<file path="config.mk">
export PLATFORM = sky130hd
export DESIGN_NAME = tx_serdes_tri
export DESIGN_NICKNAME = d
export VERILOG_FILES = /design/src/rtl/tx_serdes_tri_pkg.sv /design/src/rtl/tx_serdes_tri_seq.sv /design/src/rtl/tx_serdes_tri_lane.sv /design/src/rtl/tx_serdes_tri.sv
export SDC_FILE = /design/constraint.sdc
export NUM_CORES = 1
export LEC_CHECK = 0
export BUFFER_PORTS_ARGS = -buffer_cell sky130_fd_sc_hd__buf_4
export CORE_MARGIN = 10
export CORE_UTILIZATION = 40
export DETAILED_ROUTE_END_ITERATION = 10
export PLACE_DENSITY = 0.69
export SLEW_MARGIN = 20
export SYNTH_ARGS = -nofsm -noshare
export SYNTH_HDL_FRONTEND = slang
export SYNTH_SLANG_ARGS = --single-unit
</file>
<file path="constraint.sdc">
create_clock -name clk_i -period 2.1 [get_ports clk_i]
set_clock_uncertainty 0.2 [all_clocks]
set_input_delay 0.42 -clock clk_i [delete_from_list [all_inputs] [get_ports clk_i]]
set_output_delay 0.42 -clock clk_i [all_outputs]
set_load 0.1 [all_outputs]
</file>
<file path="src/rtl/tx_serdes_tri_pkg.sv">
`timescale 1ns/1ps
package tx_serdes_tri_pkg;
  typedef enum logic [1:0] {
    TRI_WREN  = 2'b00,
    TRI_RAW   = 2'b01,
    TRI_GATE  = 2'b10,
    TRI_GATE2 = 2'b11
  } tri_mode_e;
endpackage

</file>
<file path="src/rtl/tx_serdes_tri_seq.sv">
`timescale 1ns/1ps
module tx_serdes_tri_seq #(
  parameter int DATA_W = 8,
  localparam int CW   = $clog2(DATA_W),
  localparam int EN_W = DATA_W / 2
) (
  input  logic            clk_i,
  input  logic            rst_ni,
  input  logic            width4_i,
  input  logic [EN_W-1:0] wren_i,
  output logic            load_o,
  output logic            en_bit_o
);
  localparam logic [CW-1:0] LAST_F = CW'(DATA_W - 1);
  localparam logic [CW-1:0] LAST_H = CW'(DATA_W / 2 - 1);

  logic [CW-1:0]   cnt_q;
  logic [EN_W-1:0] en_q;
  logic [CW-1:0]   last;
  logic [CW-2:0]   half;
  logic [CW-2:0]   idx;

  assign last   = width4_i ? LAST_H : LAST_F;
  // counter resets to all-ones so the first cycle out of reset is a load
  assign load_o = (cnt_q >= last);

  always_ff @(posedge clk_i or negedge rst_ni) begin
    if (!rst_ni) begin
      cnt_q <= '1;
      en_q  <= '0;
    end else if (load_o) begin
      cnt_q <= '0;
      en_q  <= wren_i;
    end else begin
      cnt_q <= cnt_q + 1'b1;
    end
  end

  // one enable bit per pair of unit intervals; half width uses even bits only
  assign half     = cnt_q[CW-1:1];
  assign idx      = width4_i ? {half[CW-3:0], 1'b0} : half;
  assign en_bit_o = en_q[idx];
endmodule

</file>
<file path="src/rtl/tx_serdes_tri_lane.sv">
`timescale 1ns/1ps
module tx_serdes_tri_lane
  import tx_serdes_tri_pkg::*;
#(
  parameter int DATA_W  = 8,
  parameter bit GATE_OK = 1'b1
) (
  input  logic              clk_i,
  input  logic              rst_ni,
  input  logic              lane_rst_i,
  input  logic              load_i,
  input  logic [DATA_W-1:0] data_i,
  input  logic [1:0]        mode_i,
  input  logic              en_bit_i,
  input  logic              tri_raw_i,
  input  logic              init_data_i,
  input  logic              init_tri_i,
  output logic              ser_o,
  output logic              tri_o
);
  logic [DATA_W-1:0] sh_q;
  logic              valid_q;
  tri_mode_e         mode;

  assign mode = tri_mode_e'(mode_i);

  always_ff @(posedge clk_i or negedge rst_ni) begin
    if (!rst_ni) begin
      sh_q    <= '0;
      valid_q <= 1'b0;
    end else if (lane_rst_i) begin
      sh_q    <= '0;
      valid_q <= 1'b0;
    end else if (load_i) begin
      sh_q    <= data_i;
      valid_q <= 1'b1;
    end else begin
      sh_q    <= {1'b0, sh_q[DATA_W-1:1]};
    end
  end

  always_comb begin
    ser_o = init_data_i;
    tri_o = init_tri_i;
    if (rst_ni && !lane_rst_i) begin
      unique case (mode)
        TRI_WREN: begin
          if (valid_q) begin
            ser_o = sh_q[0];
            tri_o = ~en_bit_i;
          end
        end
        TRI_RAW: begin
          tri_o = tri_raw_i;
          if (valid_q) ser_o = sh_q[0];
        end
        default: begin
          if (valid_q) begin
            tri_o = 1'b0;
            if (en_bit_i || !GATE_OK) ser_o = sh_q[0];
          end
        end
      endcase
    end
  end
endmodule

</file>
<file path="src/rtl/tx_serdes_tri.sv">
`timescale 1ns/1ps
module tx_serdes_tri #(
  parameter int LANES        = 6,
  parameter int DATA_W       = 8,
  parameter int UNGATED_LANE = 1,
  localparam int EN_W = DATA_W / 2
) (
  input  logic                    clk_i,
  input  logic                    rst_ni,
  input  logic [LANES-1:0]        lane_rst_i,
  input  logic                    width4_i,
  input  logic [2*LANES-1:0]      lane_mode_i,
  input  logic [LANES*DATA_W-1:0] data_i,
  input  logic [EN_W-1:0]         wren_i,
  input  logic [LANES-1:0]        tri_raw_i,
  input  logic [LANES-1:0]        init_data_i,
  input  logic                    init_tri_i,
  output logic                    load_o,
  output logic [LANES-1:0]        ser_o,
  output logic [LANES-1:0]        tri_o
);
  logic load;
  logic en_bit;

  tx_serdes_tri_seq #(.DATA_W(DATA_W)) seq_i (
    .clk_i    (clk_i),
    .rst_ni   (rst_ni),
    .width4_i (width4_i),
    .wren_i   (wren_i),
    .load_o   (load),
    .en_bit_o (en_bit)
  );

  assign load_o = load;

  for (genvar l = 0; l < LANES; l++) begin : g_lane
    tx_serdes_tri_lane #(
      .DATA_W  (DATA_W),
      .GATE_OK (l != UNGATED_LANE)
    ) lane_i (
      .clk_i       (clk_i),
      .rst_ni      (rst_ni),
      .lane_rst_i  (lane_rst_i[l]),
      .load_i      (load),
      .data_i      (data_i[l*DATA_W +: DATA_W]),
      .mode_i      (lane_mode_i[2*l +: 2]),
      .en_bit_i    (en_bit),
      .tri_raw_i   (tri_raw_i[l]),
      .init_data_i (init_data_i[l]),
      .init_tri_i  (init_tri_i),
      .ser_o       (ser_o[l]),
      .tri_o       (tri_o[l])
    );
  end
endmodule

</file>
==> results of run 1 <==
[final timing paths]
path,endpoint,depth (start not counted),slack [ns],from
max,ser_o[0],5,-0.61,seq_i.cnt_q[1]
min,g_lane[5].lane_i.sh_q[4],3,-0.0007,rst_ni
max reg2reg,g_lane[3].lane_i.sh_q[4],8,0.10,seq_i.cnt_q[2]
min reg2reg,g_lane[5].lane_i.sh_q[1],2,0.29,g_lane[5].lane_i.sh_q[2]
max in group asynchronous,seq_i.cnt_q[1],3,0.83,rst_ni
min in group clk_i,seq_i.en_q[1],3,0.08,wren_i[1]
[cell type report]
class / count / area share, %
sequential: 61 / 34.98
multi-input combinational: 226 / 30.55
timing repair buffer: 127 / 27.55
clock buffer: 11 / 3.461
tap: 96 / 2.746
clock inverter: 4 / 0.5435
inverter: 2 / 0.1716
[sequential cells by signal, summed over array words and instances, names as in the netlist]
name and count:
g_lane.lane_i.valid_q 6, g_lane.lane_i.sh_q 48, seq_i.en_q 4, seq_i.cnt_q 3
[placed cells by master, fill, tap and decap left out, types with 2 or more instances in the layout]
cell type	instances
a21oi_1	41
a31oi_2	4
a31oi_4	2
a32oi_1	6
buf_12	10
buf_4	102
buf_6	9
clkbuf_16	4
clkbuf_8	11
clkinv_2	3
dfrtp_1	58
dfstp_2	3
mux2_4	6
nand2_1	101
nand3b_1	4
nor2_1	14
nor2b_1	15
nor3b_1	6
o21ai_0	6
o21ai_1	3
o41ai_4	2
[Yosys cell counts]
master	count
nand2_1	103
dfrtp_1	58
a21oi_1	42
nor2b_1	16
nor2_1	14
buf_4	12
buf_2	10
o21ai_0	10
a32oi_1	6
clkbuf_1	6
mux2_2	6
nor3b_1	6
a31oi_1	5
nand3b_1	4
dfstp_2	3
ha_1	2
o41ai_1	2
a21o_1	1
a21oi_4	1
a31oi_4	1
and2_1	1
inv_1	1
inv_2	1
mux2i_1	1
nand2b_1	1
nand3_1	1
nor4bb_2	1
o21a_1	1
xnor2_1	1
[routing by layer]
layer  GRT usage [%]  vias up  part of all wire (%)  wire length, µm
met1           17.31     1229                    44             3829
met3           6.081        4                   6.4              556
met4           4.706        0                  0.76               66
met2           21.98       75                    49             4201
met5               0        -                     0                0
li1                -     1263                     -                -
[cell families after synthesis]
logic type	count (synthesis)	share of synthesized area, %
buffers and inverters	30	5.921
adders and majority gates	2	0.8706
muxes	7	2.699
and+or+nand+nor	147	22.55
xor gates and xnor gates	1	0.3048
DFF	61	53.24
AOI/OAI and AO/OA	69	14.41
[repair_timing]
action | CTS | global route
hold buffers | 1 | 0
resized for setup | 51 | 6
buffers inserted | 3 | 1
pin swaps | 8 | 9
gates cloned | 0 | 5
hold endpoints to repair | 27 | 0
setup endpoints to repair | 13 | 46
[worst reg2reg max path, stage by stage, from the launching register on]
cell	delay, ns
dfstp_2	0.59
buf_4	0.13
buf_6	0.10
ha_4	0.19
a21oi_4	0.13
buf_4	0.20
buf_6	0.19
nand2_1	0.07
a21oi_1	0.12
[report_power, final]
part,internal [mW],switching (mW),total [mW]
Clock,0.481,0.453,0.934
Sequential,1.52,0.174,1.70
Combinational,1.06,1.38,2.44
Total,3.06,2.01,5.07
[through the flow]
stage / utilization [%] / hold WS, ns
floorplan: - / -0.07559
global placement: 55.16 / 0.04186
detailed placement: 55.16 / 0.04615
CTS: 61.20 / 0.006432
global route: 63.33 / 0.01741
finish: 63.33 / -0.0006832
==> metrics.csv, run 1 <==
stage,metric,value,unit
run_status,status,"finished, violations left",
yosys,synth_seq_area_share,53.24,%
timing,clock.fmax,0.3694,GHz
worst_setup_path,path_cells,nor4bb_4 > a31oi_4 > a31oi_2 > mux2_4 > buf_12,
finish,seq_area,1530,µm²
global_routing,grt_pass1_wl,12.68,mm
worst_setup_path,critical_path_class,reg2out,
yosys,ys_warn_count,0,
floorplanning,coreArea,6907,µm²
placement,place_area,3810,µm²
yosys,ys_types,29,
worst_setup_path,cp.arrival,2.09,ns
power,peakVddDrop,0.5826,mV
floorplanning,die_h,104.8,µm
power,power.density,1159,nW/µm²
worst_setup_path,required,1.48,ns
global_routing,antenna_found_initial,0,
routing,ant_nets,0,
yosys,synth_area_per_cell,9.066,µm²
placement,globalplace.congestion,0.7577,
yosys,synth_top_cells_by_area,"dfrtp_1 51%, nand2_1 13%, a21oi_1 7.3%, nor2b_1 3.5%, buf_4 3.1%",
yosys,ys_ff_latch,61,
finish,antenna_cells,0,
placement,dp_slack,-0.3632,ns
timing,rsz0062_at_grt,yes,
timing,hold_viol_final,1,
timing,tightest_slew,0.3950,ns
finish,fin_nets,515,
power,finalPower,5.068,mW
clocking,cts_made_buffers,9,
worst_setup_path,crit_family,flip-flops,
worst_setup_path,crit_path_end_kind,output port,
timing,period_needed,2.707,ns
finish,finalInstanceArea,4374,µm²
finish,drive_gt1_share,39.68,%
global_routing,grt_pass1_vias,2572,
timing,setup_viol,12,
timing,finalSetupTns,-6.290,ns
clocking,clock_latency,0.34,ns
clocking,path_clk_slew,0.07,ns
worst_setup_path,crit_path_top_delay_cell,dfstp_2,
job,cap_violations,0,
timing,setup_ws,-0.6071,ns
routing,drc,0,
routing,wire_per_inst,16.42,µm
routing,vias,2571,
floorplanning,io_pins,99,
run_status,violations,"hold timing, setup timing",
placement,numPortBuffers,98,
yosys,netlist_area,2874,µm²
worst_setup_path,path_buf_inv,1,
routing,viasPerCell,4.879,
finish,multiInputGateArea,1336,µm²
placement,placedCellCount,504,
routing,first_iter_violations,71,
yosys,postSynthCellCount,317,
min_path,hold_class,in2async,
clocking,clock_sinks,61,
floorplanning,die_x,104.8,µm
finish,syn_to_final_growth,52.20,%
timing,fin_crit_sh,128.9,%
timing,maxSlewHeadroom,73.66,%
worst_setup_path,max_stage_delay,0.59,ns
routing,wirelength,8.653,mm
placement,dp_hpwl,5.596,mm
floorplanning,fp.dieArea,10980,µm²
power,cellLeakagePower,2.034,nW
timing,fin_hold_ws,-0.0006832,ns
floorplanning,std_cell_rows,30,
clocking,cts_root_buf,clkbuf_8,
clocking,htree_levels,3,
finish,fillCellCount,601,
timing,drv_slew,0,
worst_setup_path,crit_path_start_kind,register,
routing,drtPass1Iterations,4,
yosys,syn_nets,405,
yosys,yosys.area.top_type,dfrtp_1,
global_routing,grt_max_degree,55,
clocking,max-clock-path-buffers,2,
global_routing,grt_use_total,14.17,%
global_routing,grt_remaining_overflow,0,
worst_setup_path,path_max_fanout,6,
clocking,cts_tree,done,
yosys,synth.top_cell.area_share,50.50,%
finish,stdcell_count,527,
floorplanning,start_util,41.61,%
Power figures use the tool's default switching activity.
==> run 2, diff against run 1 <==
TNS_END_PERCENT = 30   (was default)
==> run 2 against run 1 <==
  * The flow finishes with violations (setup timing)
  * Die area stayed put
  * Worst setup slack worse by 0.034 ns
  * Via count up 0.74%
  * Routed wire length down 2.8%
  * Non-clock buffer count increased by 3
  * Fmax shrank 1.3%
  * Power fell by 0.11%
  * Count of clock-buffer cells in the layout rose by 2
  * Core utilization barely moved
  * Flip-flop and latch count stayed put
  * Cell count rose by 0.76%
  * Largest cell class unchanged
==> metrics.csv, run 2 (synthesis results as in run 1) <==
stage,metric,value,unit
worst_setup_path,path_max_fanout,5,
power,power.density,1158,nW/µm²
placement,place_area,3860,µm²
finish,fin_nets,518,
timing,fin_crit_sh,130.5,%
global_routing,grt_use_total,15.22,%
clocking,cts_root_buf,clkbuf_8,
global_routing,grt_remaining_overflow,0,
placement,globalplace.congestion,0.8190,
run_status,violations,setup timing,
worst_setup_path,required,1.48,ns
timing,rsz0062_at_grt,yes,
finish,fillCellCount,620,
finish,multiInputGateArea,1333,µm²
power,finalPower,5.062,mW
clocking,clock_latency,0.33,ns
clocking,htree_levels,3,
worst_setup_path,rr_worst_depth,8,
run_status,status,"finished, violations left",
job,cap_violations,0,
floorplanning,die_x,104.8,µm
floorplanning,std_cell_rows,30,
finish,drive_gt1_share,39.08,%
timing,setup_viol,12,
floorplanning,coreArea,6907,µm²
routing,wire_per_inst,15.84,µm
worst_setup_path,max_stage_delay,0.58,ns
clocking,max-clock-path-buffers,2,
routing,drc,0,
global_routing,antenna_found_initial,0,
global_routing,grt_pass1_wl,13.59,mm
worst_setup_path,critical_path_class,reg2out,
worst_setup_path,path_cells,mux2i_1 > o21a_2 > buf_6 > a31oi_4 > mux2_4 > buf_12,
timing,hold_viol_final,0,
routing,ant_nets,0,
finish,syn_to_final_growth,52.15,%
finish,antenna_cells,0,
routing,drtPass1Iterations,4,
finish,seq_area,1530,µm²
timing,fin_hold_ws,0.08577,ns
worst_setup_path,cp.arrival,2.12,ns
clocking,cts_made_buffers,9,
min_path,holdPathStages,3,
finish,layout_common_cells,"109 x buf_4, 102 x nand2_1, 58 x dfrtp_1, 40 x a21oi_1, 16 x nor2b_1",
placement,dp_hpwl,6.063,mm
finish,largest_register_ffs,48,
timing,drv_slew,0,
worst_setup_path,crit_path_end_kind,output port,
clocking,cts_tree,done,
global_routing,grt_pass1_vias,2741,
finish,finalInstanceArea,4373,µm²
floorplanning,die_h,104.8,µm
worst_setup_path,path_buf_inv,2,
routing,wirelength,8.413,mm
floorplanning,start_util,41.61,%
finish,regMostFlops,g_lane.lane_i.sh_q,
timing,clock.fmax,0.3648,GHz
placement,numPortBuffers,98,
clocking,path_clk_slew,0.06,ns
power,cellLeakagePower,2.038,nW
worst_setup_path,path_depth,6,
finish,reg.largest.list,"g_lane.lane_i.sh_q: 48 flops, g_lane.lane_i.valid_q: 6 flops, seq_i.en_q: 4 flops",
floorplanning,fp.dieArea,10980,µm²
routing,viasPerCell,4.878,
worst_setup_path,crit_path_start_kind,register,
timing,setup_ws,-0.6415,ns
finish,final_common_cell,buf_4,
placement,placedCellCount,512,
worst_setup_path,crit_family,flip-flops,
timing,tightest_slew,0.4593,ns
worst_setup_path,crit_path_top_delay_cell,dfstp_2,
power,peakVddDrop,0.5531,mV
timing,maxSlewHeadroom,69.28,%
global_routing,grt_max_degree,55,
routing,vias,2590,
clocking,clock_sinks,61,
min_path,hold_class,in2reg,
routing,first_iter_violations,65,
finish,stdcell_count,531,
floorplanning,io_pins,99,
timing,period_needed,2.742,ns
==> run 2: cell types whose count changed in the layout (fill, tap and decap cells not counted), sizes merged <==
| cell | change |
|---|---|
| dlygate4sd3 | +1 |
| clkbuf | -2 |
| bufinv | +2 |
| buf | +6 |
| clkinv | -3 |
==> run 2: layout make-up <==
type	count	share of cell area (%)
tap	96	2.747
sequential	61	34.99
timing repair buffer	130	26.04
inverter	2	0.1717
clock inverter	3	1.488
clock buffer	13	4.092
multi-input combinational	226	30.47
==> run 2: final timing paths <==
kind / start / to / slack [ns]
worst min register to register: g_lane[0].lane_i.sh_q[7] / g_lane[0].lane_i.sh_q[6] / 0.29
min in group asynchronous: rst_ni / g_lane[1].lane_i.sh_q[7] / 0.45
worst max register to register: seq_i.cnt_q[1] / g_lane[3].lane_i.sh_q[1] / 0.12
max in group asynchronous: rst_ni / g_lane[2].lane_i.sh_q[1] / 0.75
worst min-delay path: wren_i[0] / seq_i.en_q[0] / 0.09
worst max-delay path: seq_i.cnt_q[1] / ser_o[5] / -0.64
==> run 2: metal layers <==
| layer | vias to the layer above | track usage, % | routed length, µm |
|---|---|---|---|
| met5 | - | 0 | 0 |
| met3 | 8 | 4.791 | 448 |
| li1 | 1269 | - | - |
| met4 | 0 | 5.000 | 108 |
| met1 | 1242 | 18.39 | 3641 |
| met2 | 71 | 25.13 | 4215 |
==> run 2: stage by stage <==
step / utilization [%] / TNS (ns) / worst slack [ns]
after detailed placement: 55.89 / -4.197 / -0.4314
after global placement: 55.89 / -3.778 / -0.4133
after CTS: 62.79 / -6.831 / -0.6585
after global routing: 63.32 / -7.503 / -0.7168
after floorplan: - / -1.112 / -0.1433
final: 63.32 / -6.540 / -0.6415
==> run 2: timing repair <==
item / in CTS / in global routing
hold buffers: 2 / 0
hold endpoints to repair: 29 / 0
pin swaps: 7 / 5
resized for setup: 43 / 8
endpoints found under the setup margin: 13 / 15
buffers inserted: 1 / 0
==> run 2: power by group <==
part | switching, mW | internal, mW | leakage, nW | total (mW)
combinational | 1.28 | 0.863 | 1.10 | 2.14
sequential | 0.168 | 1.52 | 0.813 | 1.69
clock | 0.437 | 0.796 | 0.126 | 1.23
==> run 2: worst min-delay path: stages <==
cell	delay, ns
buf_4	0.07
nand2_1	0.04
nand2_1	0.05
==> run 3, diff against run 2 <==
CELL_PAD_IN_SITES_DETAIL_PLACEMENT = 0   (was default)
CELL_PAD_IN_SITES_GLOBAL_PLACEMENT = 2   (was default)
CORE_UTILIZATION = 26   (was 40)
GPL_TIMING_DRIVEN = 0   (was default)
PLACE_DENSITY = default   (was 0.69)
PLACE_DENSITY_LB_ADDON = 0.1   (was default)
SLEW_MARGIN = 10   (was 20)
==> run 3 against run 2 <==
  * The run still ends with setup timing left
  * Routed wire length increased by 8.6%
  * Hold slack got worse by 0.0027 ns
  * Worst setup slack got worse by 0.037 ns
  * Sequential power about the same
  * Final area increased by 5.3%
  * Largest cell class unchanged
==> metrics.csv, run 3 (synthesis results as in run 1) <==
stage,metric,value,unit
job,cap_violations,0,
timing,fin_hold_ws,0.08304,ns
floorplanning,die_x,125.1,µm
global_routing,grt_use_total,11.78,%
run_status,status,"finished, violations left",
power,power_frac_comb,45.3,%
timing,fin_crit_sh,132.3,%
placement,numPortBuffers,92,
finish,reg.largest.list,"g_lane.lane_i.sh_q: 48 flops, g_lane.lane_i.valid_q: 6 flops, seq_i.en_q: 4 flops",
finish,antenna_cells,0,
worst_setup_path,critical_path_class,reg2out,
timing,setup_ws,-0.6783,ns
routing,ant_nets,0,
clocking,cts_root_buf,clkbuf_8,
power,swShare,36.81,%
floorplanning,start_util,26.51,%
worst_setup_path,required,1.48,ns
worst_setup_path,cp.arrival,2.16,ns
finish,fin_nets,520,
finish,layout_common_cells,"101 x nand2_1, 94 x buf_4, 58 x dfrtp_1, 42 x a21oi_1, 15 x nor2b_1",
routing,wire_per_inst,15.84,µm
clocking,htree_levels,3,
timing,clock.fmax,0.3599,GHz
placement,globalplace.congestion,0.6991,
placement,dp_hpwl,6.370,mm
timing,tightest_slew,0.5721,ns
routing,wirelength,9.139,mm
worst_setup_path,crit_path_start_kind,register,
global_routing,grt_remaining_overflow,0,
timing,setup_viol,12,
routing,drtPass1Iterations,5,
timing,hold_viol_final,0,
finish,seq_area,1530,µm²
floorplanning,fp.dieArea,15660,µm²
global_routing,antenna_found_initial,0,
timing,maxSlewHeadroom,61.86,%
floorplanning,die_h,125.1,µm
timing,period_needed,2.778,ns
power,peakVddDrop,0.3893,mV
finish,final_common_cell,nand2_1,
routing,vias,2552,
global_routing,grt_pass1_wl,14.82,mm
timing,rsz0062_at_grt,yes,
placement,dp_slack,-1.014,ns
floorplanning,coreArea,10840,µm²
finish,drive_gt1_share,38.90,%
routing,drc,0,
finish,fillCellCount,1079,
power,finalPower,5.441,mW
clocking,path_clk_slew,0.06,ns
floorplanning,io_pins,99,
power,switching_power,2.003,mW
clocking,clock_latency,0.34,ns
power,cellLeakagePower,2.097,nW
floorplanning,std_cell_rows,38,
run_status,violations,setup timing,
clocking,max-clock-path-buffers,2,
clocking,cts_made_buffers,9,
worst_setup_path,crit_path_end_kind,output port,
clocking,clock_sinks,61,
power,p_int,3.438,mW
finish,multiInputGateArea,1375,µm²
worst_setup_path,path_max_fanout,6,
power,seq_power_share,31.1,%
routing,first_iter_violations,68,
power,power.density,1182,nW/µm²
finish,largest_register_ffs,48,
clocking,cts_tree,done,
finish,syn_to_final_growth,60.21,%
timing,drv_slew,0,
finish,fin_util,42.47,%
global_routing,grt_max_degree,34,
finish,regMostFlops,g_lane.lane_i.sh_q,
power,p_clk_share,23.6,%
routing,viasPerCell,4.423,
min_path,hold_class,in2reg,
global_routing,grt_pass1_vias,2813,
## run 3: cell types whose count changed in the layout (fill, tap and decap cells not counted), moves of 3 or more
| cell | change |
|---|---|
| buf_12 | +4 |
| clkbuf_8 | -3 |
| o21ai_2 | +3 |
| buf_4 | -15 |
| clkbuf_1 | +7 |
## run 3: cell type report
cell class / count / area share, %
tap: 140 / 3.804
timing repair buffer: 108 / 23.10
clock buffer: 12 / 3.152
inverter: 2 / 0.2174
multi-input combinational: 226 / 29.86
sequential: 61 / 33.23
clock inverter: 4 / 2.065
buffer: 24 / 4.565
## run 3: worst paths after layout
check	from	endpoint	slack [ns]	depth (start not counted)
min	wren_i[3]	seq_i.en_q[3]	0.08	3
max in group asynchronous	rst_ni	seq_i.cnt_q[0]	0.89	2
max	seq_i.cnt_q[1]	ser_o[2]	-0.68	6
min in group asynchronous	rst_ni	seq_i.en_q[3]	0.44	2
max reg2reg	seq_i.cnt_q[1]	g_lane[2].lane_i.sh_q[2]	0.11	9
min reg2reg	seq_i.en_q[1]	seq_i.en_q[1]	0.28	2
## run 3: metal layers
metal	global-route usage (%)	up-vias	share of wire, %
met3	4.140	8	6.9
met4	4.268	0	1.1
met1	14.99	1193	46
met5	0	-	0
met2	18.02	71	46
li1	-	1280	-
## run 3: metrics by stage
stage          setup TNS [ns]  area (µm²)  std cells
3_5_place_dp           -12.58        3812        549
2_1_floorplan          -1.112        2947        317
6_report               -7.062        4604        577
5_1_grt                -8.302        4604        577
3_3_place_gp           -11.08        3812        549
4_1_cts                -7.516        4492        574
## run 3: worst max-delay path, stage by stage, from the launching register on
cell and delay, ns:
dfstp_2 0.59, nor4bb_4 0.27, a31oi_4 0.13, a31oi_4 0.24
mux2_4 0.33, buf_6 0.12, buf_12 0.15
## run 3: power groups by stage
stage | clock network (mW) | logic [mW] | registers [mW]
2_1_floorplan | 0 | 1.31 | 1.66
3_3_place_gp | 0 | 1.83 | 1.70
3_5_place_dp | 0 | 1.85 | 1.71
4_1_cts | 1.32 | 2.28 | 1.68
5_1_grt | 1.37 | 2.72 | 1.73
6_report | 1.28 | 2.47 | 1.69
## run 3: timing repair
action                                 4_1_cts  5_1_grt
cloned                                       2        0
resized for setup                           72       36
endpoints found under the hold margin       61        0
pin swaps                                   12        6
setup endpoints to repair                   60       51
setup buffers                                8        6
hold buffers                                 2        0
